[src/rtl/pstr_pkg.sv]
`timescale 1ns/1ps
package pstr_pkg;

    typedef enum logic {
        PSTR_REGISTERED = 1'b0,
        PSTR_LOWLAT     = 1'b1
    } pstr_mode_e;

    // Registered form: width such that the top bit alone covers LEN states.
    function automatic int reg_ctr_width(input int len);
        return $clog2(len) + 1;
    endfunction

    // Low-latency form: width that just holds LEN-1.
    function automatic int wrap_ctr_width(input int len);
        return (len < 2) ? 1 : $clog2(len);
    endfunction

    // Width of the run-age trackers used by the checks.
    function automatic int age_width(input int len);
        return $clog2(len + 2);
    endfunction

endpackage

[src/rtl/pstr_load_ctr.sv]
`timescale 1ns/1ps
module pstr_load_ctr #(
    parameter int LEN = 4
) (
    input  logic clk,
    input  logic rst,
    input  logic strobe_i,
    output logic pulse_o
);
    import pstr_pkg::*;

    localparam int CW       = reg_ctr_width(LEN);
    localparam int LOAD_INT = (1 << CW) - LEN;
    localparam logic [CW-1:0] LOAD = LOAD_INT[CW-1:0];

    logic [CW-1:0] cnt_q;

    // Load places the count LEN steps below the wrap; the top bit stays set
    // for exactly those steps and gates its own advance.
    always_ff @(posedge clk) begin
        if (rst)
            cnt_q <= '0;
        else if (strobe_i)
            cnt_q <= LOAD;
        else if (cnt_q[CW-1])
            cnt_q <= cnt_q + 1'b1;
    end

    assign pulse_o = cnt_q[CW-1];

    // Checks: independent age since the last strobe, saturating at LEN+1.
    localparam int AW = age_width(LEN);
    localparam logic [AW-1:0] AGE_IDLE = AW'(LEN + 1);
    localparam logic [AW-1:0] AGE_LAST = AW'(LEN);
    logic [AW-1:0] age_q;

    always_ff @(posedge clk) begin
        if (rst)
            age_q <= AGE_IDLE;
        else if (strobe_i)
            age_q <= AW'(1);
        else if (age_q <= AGE_LAST)
            age_q <= age_q + 1'b1;
    end

    p_reset_low_r1: assert property (@(posedge clk)
        rst |=> !pulse_o);

    p_rise_next_r2: assert property (@(posedge clk) disable iff (rst)
        strobe_i |=> pulse_o);

    p_len_match_r3: assert property (@(posedge clk) disable iff (rst)
        pulse_o == (age_q <= AGE_LAST));

    p_no_restart_r8: assert property (@(posedge clk) disable iff (rst)
        (!pulse_o && !strobe_i) |=> !pulse_o);

endmodule

[src/rtl/pstr_wrap_ctr.sv]
`timescale 1ns/1ps
module pstr_wrap_ctr #(
    parameter int LEN = 4
) (
    input  logic clk,
    input  logic rst,
    input  logic strobe_i,
    output logic pulse_o
);
    import pstr_pkg::*;

    localparam int CW = wrap_ctr_width(LEN);
    localparam logic [CW-1:0] LAST = CW'(LEN - 1);

    logic [CW-1:0] cnt_q;

    // Zero means idle; a strobe starts at 1 and the count wraps to 0 after LAST.
    always_ff @(posedge clk) begin
        if (rst)
            cnt_q <= '0;
        else if (strobe_i)
            cnt_q <= CW'(1);
        else if (cnt_q != '0)
            cnt_q <= (cnt_q == LAST) ? '0 : cnt_q + 1'b1;
    end

    // Combinational: may glitch, must be re-registered by the consumer.
    assign pulse_o = strobe_i | (cnt_q != '0);

    // Checks: cycles since the last strobe, saturating at LEN.
    localparam int AW = age_width(LEN);
    localparam logic [AW-1:0] AGE_LIM = AW'(LEN);
    logic [AW-1:0] age_q;

    always_ff @(posedge clk) begin
        if (rst)
            age_q <= AGE_LIM;
        else if (strobe_i)
            age_q <= AW'(1);
        else if (age_q < AGE_LIM)
            age_q <= age_q + 1'b1;
    end

    p_reset_follow_r1: assert property (@(posedge clk)
        rst |=> (pulse_o == strobe_i));

    p_hold_next_r4: assert property (@(posedge clk) disable iff (rst)
        strobe_i |=> pulse_o);

    p_len_match_r5: assert property (@(posedge clk) disable iff (rst)
        pulse_o == (strobe_i || (age_q < AGE_LIM)));

    p_ctr_bound_r5: assert property (@(posedge clk) disable iff (rst)
        cnt_q <= LAST);

endmodule

[src/rtl/pulse_stretch.sv]
`timescale 1ns/1ps
module pulse_stretch #(
    parameter int                   LEN  = 4,
    parameter pstr_pkg::pstr_mode_e MODE = pstr_pkg::PSTR_REGISTERED
) (
    input  logic clk,
    input  logic rst,
    input  logic strobe_i,
    output logic stretched_o
);
    import pstr_pkg::*;

    initial assert (LEN >= 2) else $error("pulse_stretch: LEN must be at least 2");

    generate
        if (MODE == PSTR_REGISTERED) begin : g_reg
            pstr_load_ctr #(.LEN(LEN)) u_ctr (
                .clk      (clk),
                .rst      (rst),
                .strobe_i (strobe_i),
                .pulse_o  (stretched_o)
            );
        end else begin : g_fast
            pstr_wrap_ctr #(.LEN(LEN)) u_ctr (
                .clk      (clk),
                .rst      (rst),
                .strobe_i (strobe_i),
                .pulse_o  (stretched_o)
            );
        end
    endgenerate

    // R6 retrigger: after a strobe the output is high on the next cycle in both forms.
    p_retrig_r6: assert property (@(posedge clk) disable iff (rst)
        (stretched_o && strobe_i) |=> stretched_o);

endmodule

[config.mk]
export PLATFORM = sky130hd
export DESIGN_NAME = pulse_stretch
export DESIGN_NICKNAME = d
export VERILOG_FILES = /design/src/rtl/pstr_pkg.sv /design/src/rtl/pstr_load_ctr.sv /design/src/rtl/pstr_wrap_ctr.sv /design/src/rtl/pulse_stretch.sv
export SDC_FILE = /design/constraint.sdc
export NUM_CORES = 1
export LEC_CHECK = 0
export BUFFER_PORTS_ARGS = -buffer_cell sky130_fd_sc_hd__buf_2
export CORE_AREA = 2 2 39 41
export DETAILED_ROUTE_END_ITERATION = 6
export DIE_AREA = 0 0 41 43
export PLACE_DENSITY_LB_ADDON = 0.15
export REMOVE_ABC_BUFFERS = 1
export SYNTH_ARGS = -nofsm -noshare
export SYNTH_HDL_FRONTEND = slang
export SYNTH_HIERARCHICAL = 1
export SYNTH_SLANG_ARGS = --single-unit
[constraint.sdc]
create_clock -name clk -period 2 [get_ports clk]
set_input_delay 0.4 -clock clk [delete_from_list [all_inputs] [get_ports clk]]
set_output_delay 0.4 -clock clk [all_outputs]
set_load 0.02 [all_outputs]
### Yosys cells after proc, flatten, opt, wreduce, memory -nomap -nowiden

Index checks and enable logic that the tools add are counted.

* register bits: 3
* input port bits: 3
* word-level logic and storage cells: 6

* add/subtract/negate cells: 1
* mux-type cells: 2
* reduce and logical (&&, ||, !) cells: 1

Operators with widths (number)
* $mux 3: 2
* $add 3x1->3 const B: 1
* $reduce_or 2->1: 1

### Depth between registers and ports, before layout

* depth after elaboration: 3
* gate-level depth with buffers: 3
* gate-level depth less buffers: 3

### Least setup slack after synthesis

OpenSTA, ideal clock, no wires.

* path kind: register to register
* from: reg g_reg.u_ctr.cnt_q[0]
* to: reg g_reg.u_ctr.cnt_q[1]
* setup time: 0.116 ns
* arrival: 0.772 ns
* data required time: 1.884 ns
* setup slack: 1.111 ns
* stages on the path, launching flop included: 4
* path through: dfxtp_1 > ha_1 > mux2i_1 > nor3_2

* word-level cells in the longest chain between the ends: 1

Ends and longest elaborated chain
* start, declared: RTL line pstr_load_ctr.sv:16 `logic [CW-1:0] cnt_q;`
* start signal, assigned: RTL line pstr_load_ctr.sv:26 `cnt_q <= cnt_q + 1'b1;`
* $add 3x1->3: RTL line pstr_load_ctr.sv:26

Every way passes these cells.
A chain may end at the register's enable or synchronous reset.

### Worst setup path in the final report

* from: reg g_reg.u_ctr.cnt_q[2]
* to: out stretched_o

RTL lines
* end, declared: RTL line pulse_stretch.sv:9 `output logic stretched_o`

No word-level cell between the ends.

==> flow_summary.toml <==
[placed_design]
io_buffers = 3
gp_congestion = 0.551

[clock_network]
htreeDepth = 1
holdBufCountCts = 0
clk_path_buf_depth = 2
cts-root-buf = "clkbuf_4"
cts.sinks = 3
post_cts_buffers = 0
insertion_delay_ps = 230
cts_inserted_buffers = 3
ctsResizeCount = 0
clkTransAtPathRegs_ps = 30
cts_tree = "built"

[floorplan]
coreArea_um2 = 1380
ios = 4
rows = 14
initial_core_util_pct = 9.13
fp.dieArea_um2 = 1760
fp.dieH_um = 43
die_x_um = 41

[global_route]
grt_start_max_net_pins = 5
grt_use_total_pct = 3.81
overflow = 0
grt_pass1_vias = 89
antenna_found_initial = 0
grt_pass1_wl_um = 338

[synth]
synth_top_family_by_area = "simple AND/OR/NAND/NOR gates"
ys_top_cells_by_count = "dfxtp_1 (3), nor3_2 (2)"
synth.area.top_cells = "dfxtp_1 (48%), nor3_2 (16%), ha_1 (9.9%)"
yosys.area.top_type_share_pct = 47.5
ys_types = 8
ys.flop_type = "dfxtp_1"
synthMuxAreaShare_pct = 7.92
synth_seq_cells = 3
yosys.area_share.simple_pct = 20.8
avgSynthCellArea_um2 = 11.5
synthArstFlopShare_pct = 0
synthAdderAreaFrac_pct = 9.90
synthXorXnorAreaFrac_pct = 6.93
syn_inst = 11
synth_warnings = 6
synth-edff-count = 0
yosysTopAreaCell = "dfxtp_1"
synth_compound_area_share_pct = 3.96
ys_seq_area_share_pct = 47.5
yosysMostFrequentCell = "dfxtp_1"
syn-cell-area_um2 = 126

[setup_path]
path_delay_family = "flip-flops"
critPathMaxStageDelay_ps = 400
path_buf_inv = 1
critPathLaunchType = "register"
required_ps = 1600
crit_path_max_fanout = 4
crit_chain = "buf_2"
arrival_ps = 820
cpMaxStageDelayCell = "dfxtp_1"
end_kind = "output pin"
critPathKind = "register to output pin"

[cells_and_area]
multi_input_area_um2 = 62.6
fin_nets = 23
drive_above_1_share_pct = 44.4
ff_latch_area_um2 = 60.1
antennaDiodeCount = 0
fin_util_pct = 13.6
largest_reg_flops = 3
syn2layout_area_growth_pct = 48.5
top_regs = "g_reg.u_ctr/cnt_q (3)"
top_register = "g_reg.u_ctr/cnt_q"
nFillCells = 157

[timing]
rsz0062_at_grt = "false"
min_period_ps = 1220
max_freq_ghz = 0.820
finalMaxSlewViolations = 0
clock_skew_ps = 0.595
setup_violations = 0
timing.slew.headroom_pct = 88.4
hold_viol_final = 0
min_period_over_period_pct = 61.0
worst_pin_slew_ps = 169
totalNegativeSetupSlack_ps = 0

[drt]
ant_nets = 0
wl_um = 204
drc = 0
firstDrtPassIters = 4
via_per_inst = 2.74
num_vias = 93
drt_iter0_drc = 1
routedWlPerCell_um = 6.00

[power_and_ir_drop]
p_per_area_nw_per_um2 = 972
peakVddDrop_uv = 242
p_leak_nw = 0.0814

[run_status]
status = "finished clean"

[worst_hold_path]
hold_path_class = "input port to register"

[run]
maxCapViolCount = 0
-- layer usage --
layer / share of wire (%) / routed length [um] / GRT usage, % / up-vias
met5: 0 / 0 / 0 / -
met4: 0 / 0 / 8.00 / 0
met3: 11 / 22 / 3.14 / 0
met2: 39 / 79 / 2.81 / 4
met1: 50 / 102 / 3.53 / 38
li1: - / - / - / 51
-- final timing paths --
kind / startpoint / depth (start not counted) / slack (ps) / end
worst min register to register: g_reg.u_ctr/cnt_q[1] / 2 / 540 / g_reg.u_ctr/cnt_q[1]
worst max register to register: g_reg.u_ctr/cnt_q[0] / 3 / 1070 / g_reg.u_ctr/cnt_q[1]
worst max-delay path: g_reg.u_ctr/cnt_q[2] / 1 / 780 / stretched_o
worst min-delay path: strobe_i / 2 / 380 / g_reg.u_ctr/cnt_q[0]
-- stage by stage --
stage / hold slack, ps / worst slack, ps / instance area [um2] / cells / power [W]
global route: 369 / 701 / 188 / 34 / 0.000199
floorplan: 469 / 1110 / 126 / 11 / 0.0000742
detailed placement: 534 / 1000 / 161 / 30 / 0.0000806
global placement: 537 / 1010 / 161 / 30 / 0.0000806
CTS: 369 / 752 / 188 / 34 / 0.000189
finish: 379 / 780 / 188 / 34 / 0.000182
-- cells by family (layout without fill, tap and decap cells) --
logic type                 Yosys count  after routing
xor gates and xnor gates             1              1
adders and majority gates            1              1
buffers and inverters                1              8
AOI/OAI and AO/OA                    1              1
muxes                                1              1
and+or+nand+nor                      3              3
DFF                                  3              3
-- report_power, final --
part	internal [W]	leakage (nW)	switching, W
registers	0.0000629	0.0246	0.00000275
logic	0.00000636	0.0418	0.00000727
clock network	0.0000746	0.0150	0.0000285
-- final cells by class --
cell class                 instances  area share, %
tap                               16           10.7
inverter                           1           2.00
clock buffer                       4           14.0
multi-input combinational          7           33.3
timing repair buffer               3           8.00
sequential                         3           32.0
-- cell usage in the layout, fill, tap and decap left out --
master	synthesis	routed
nand2b_1	1	1
dfxtp_1	3	3
clkbuf_4	0	3
ha_1	1	1
nor3_2	2	2
clkbuf_1	0	1
a21oi_1	1	1
inv_1	1	1
xnor2_1	1	1
mux2i_1	1	1
buf_2	0	3
Power figures use the tool's default switching activity.
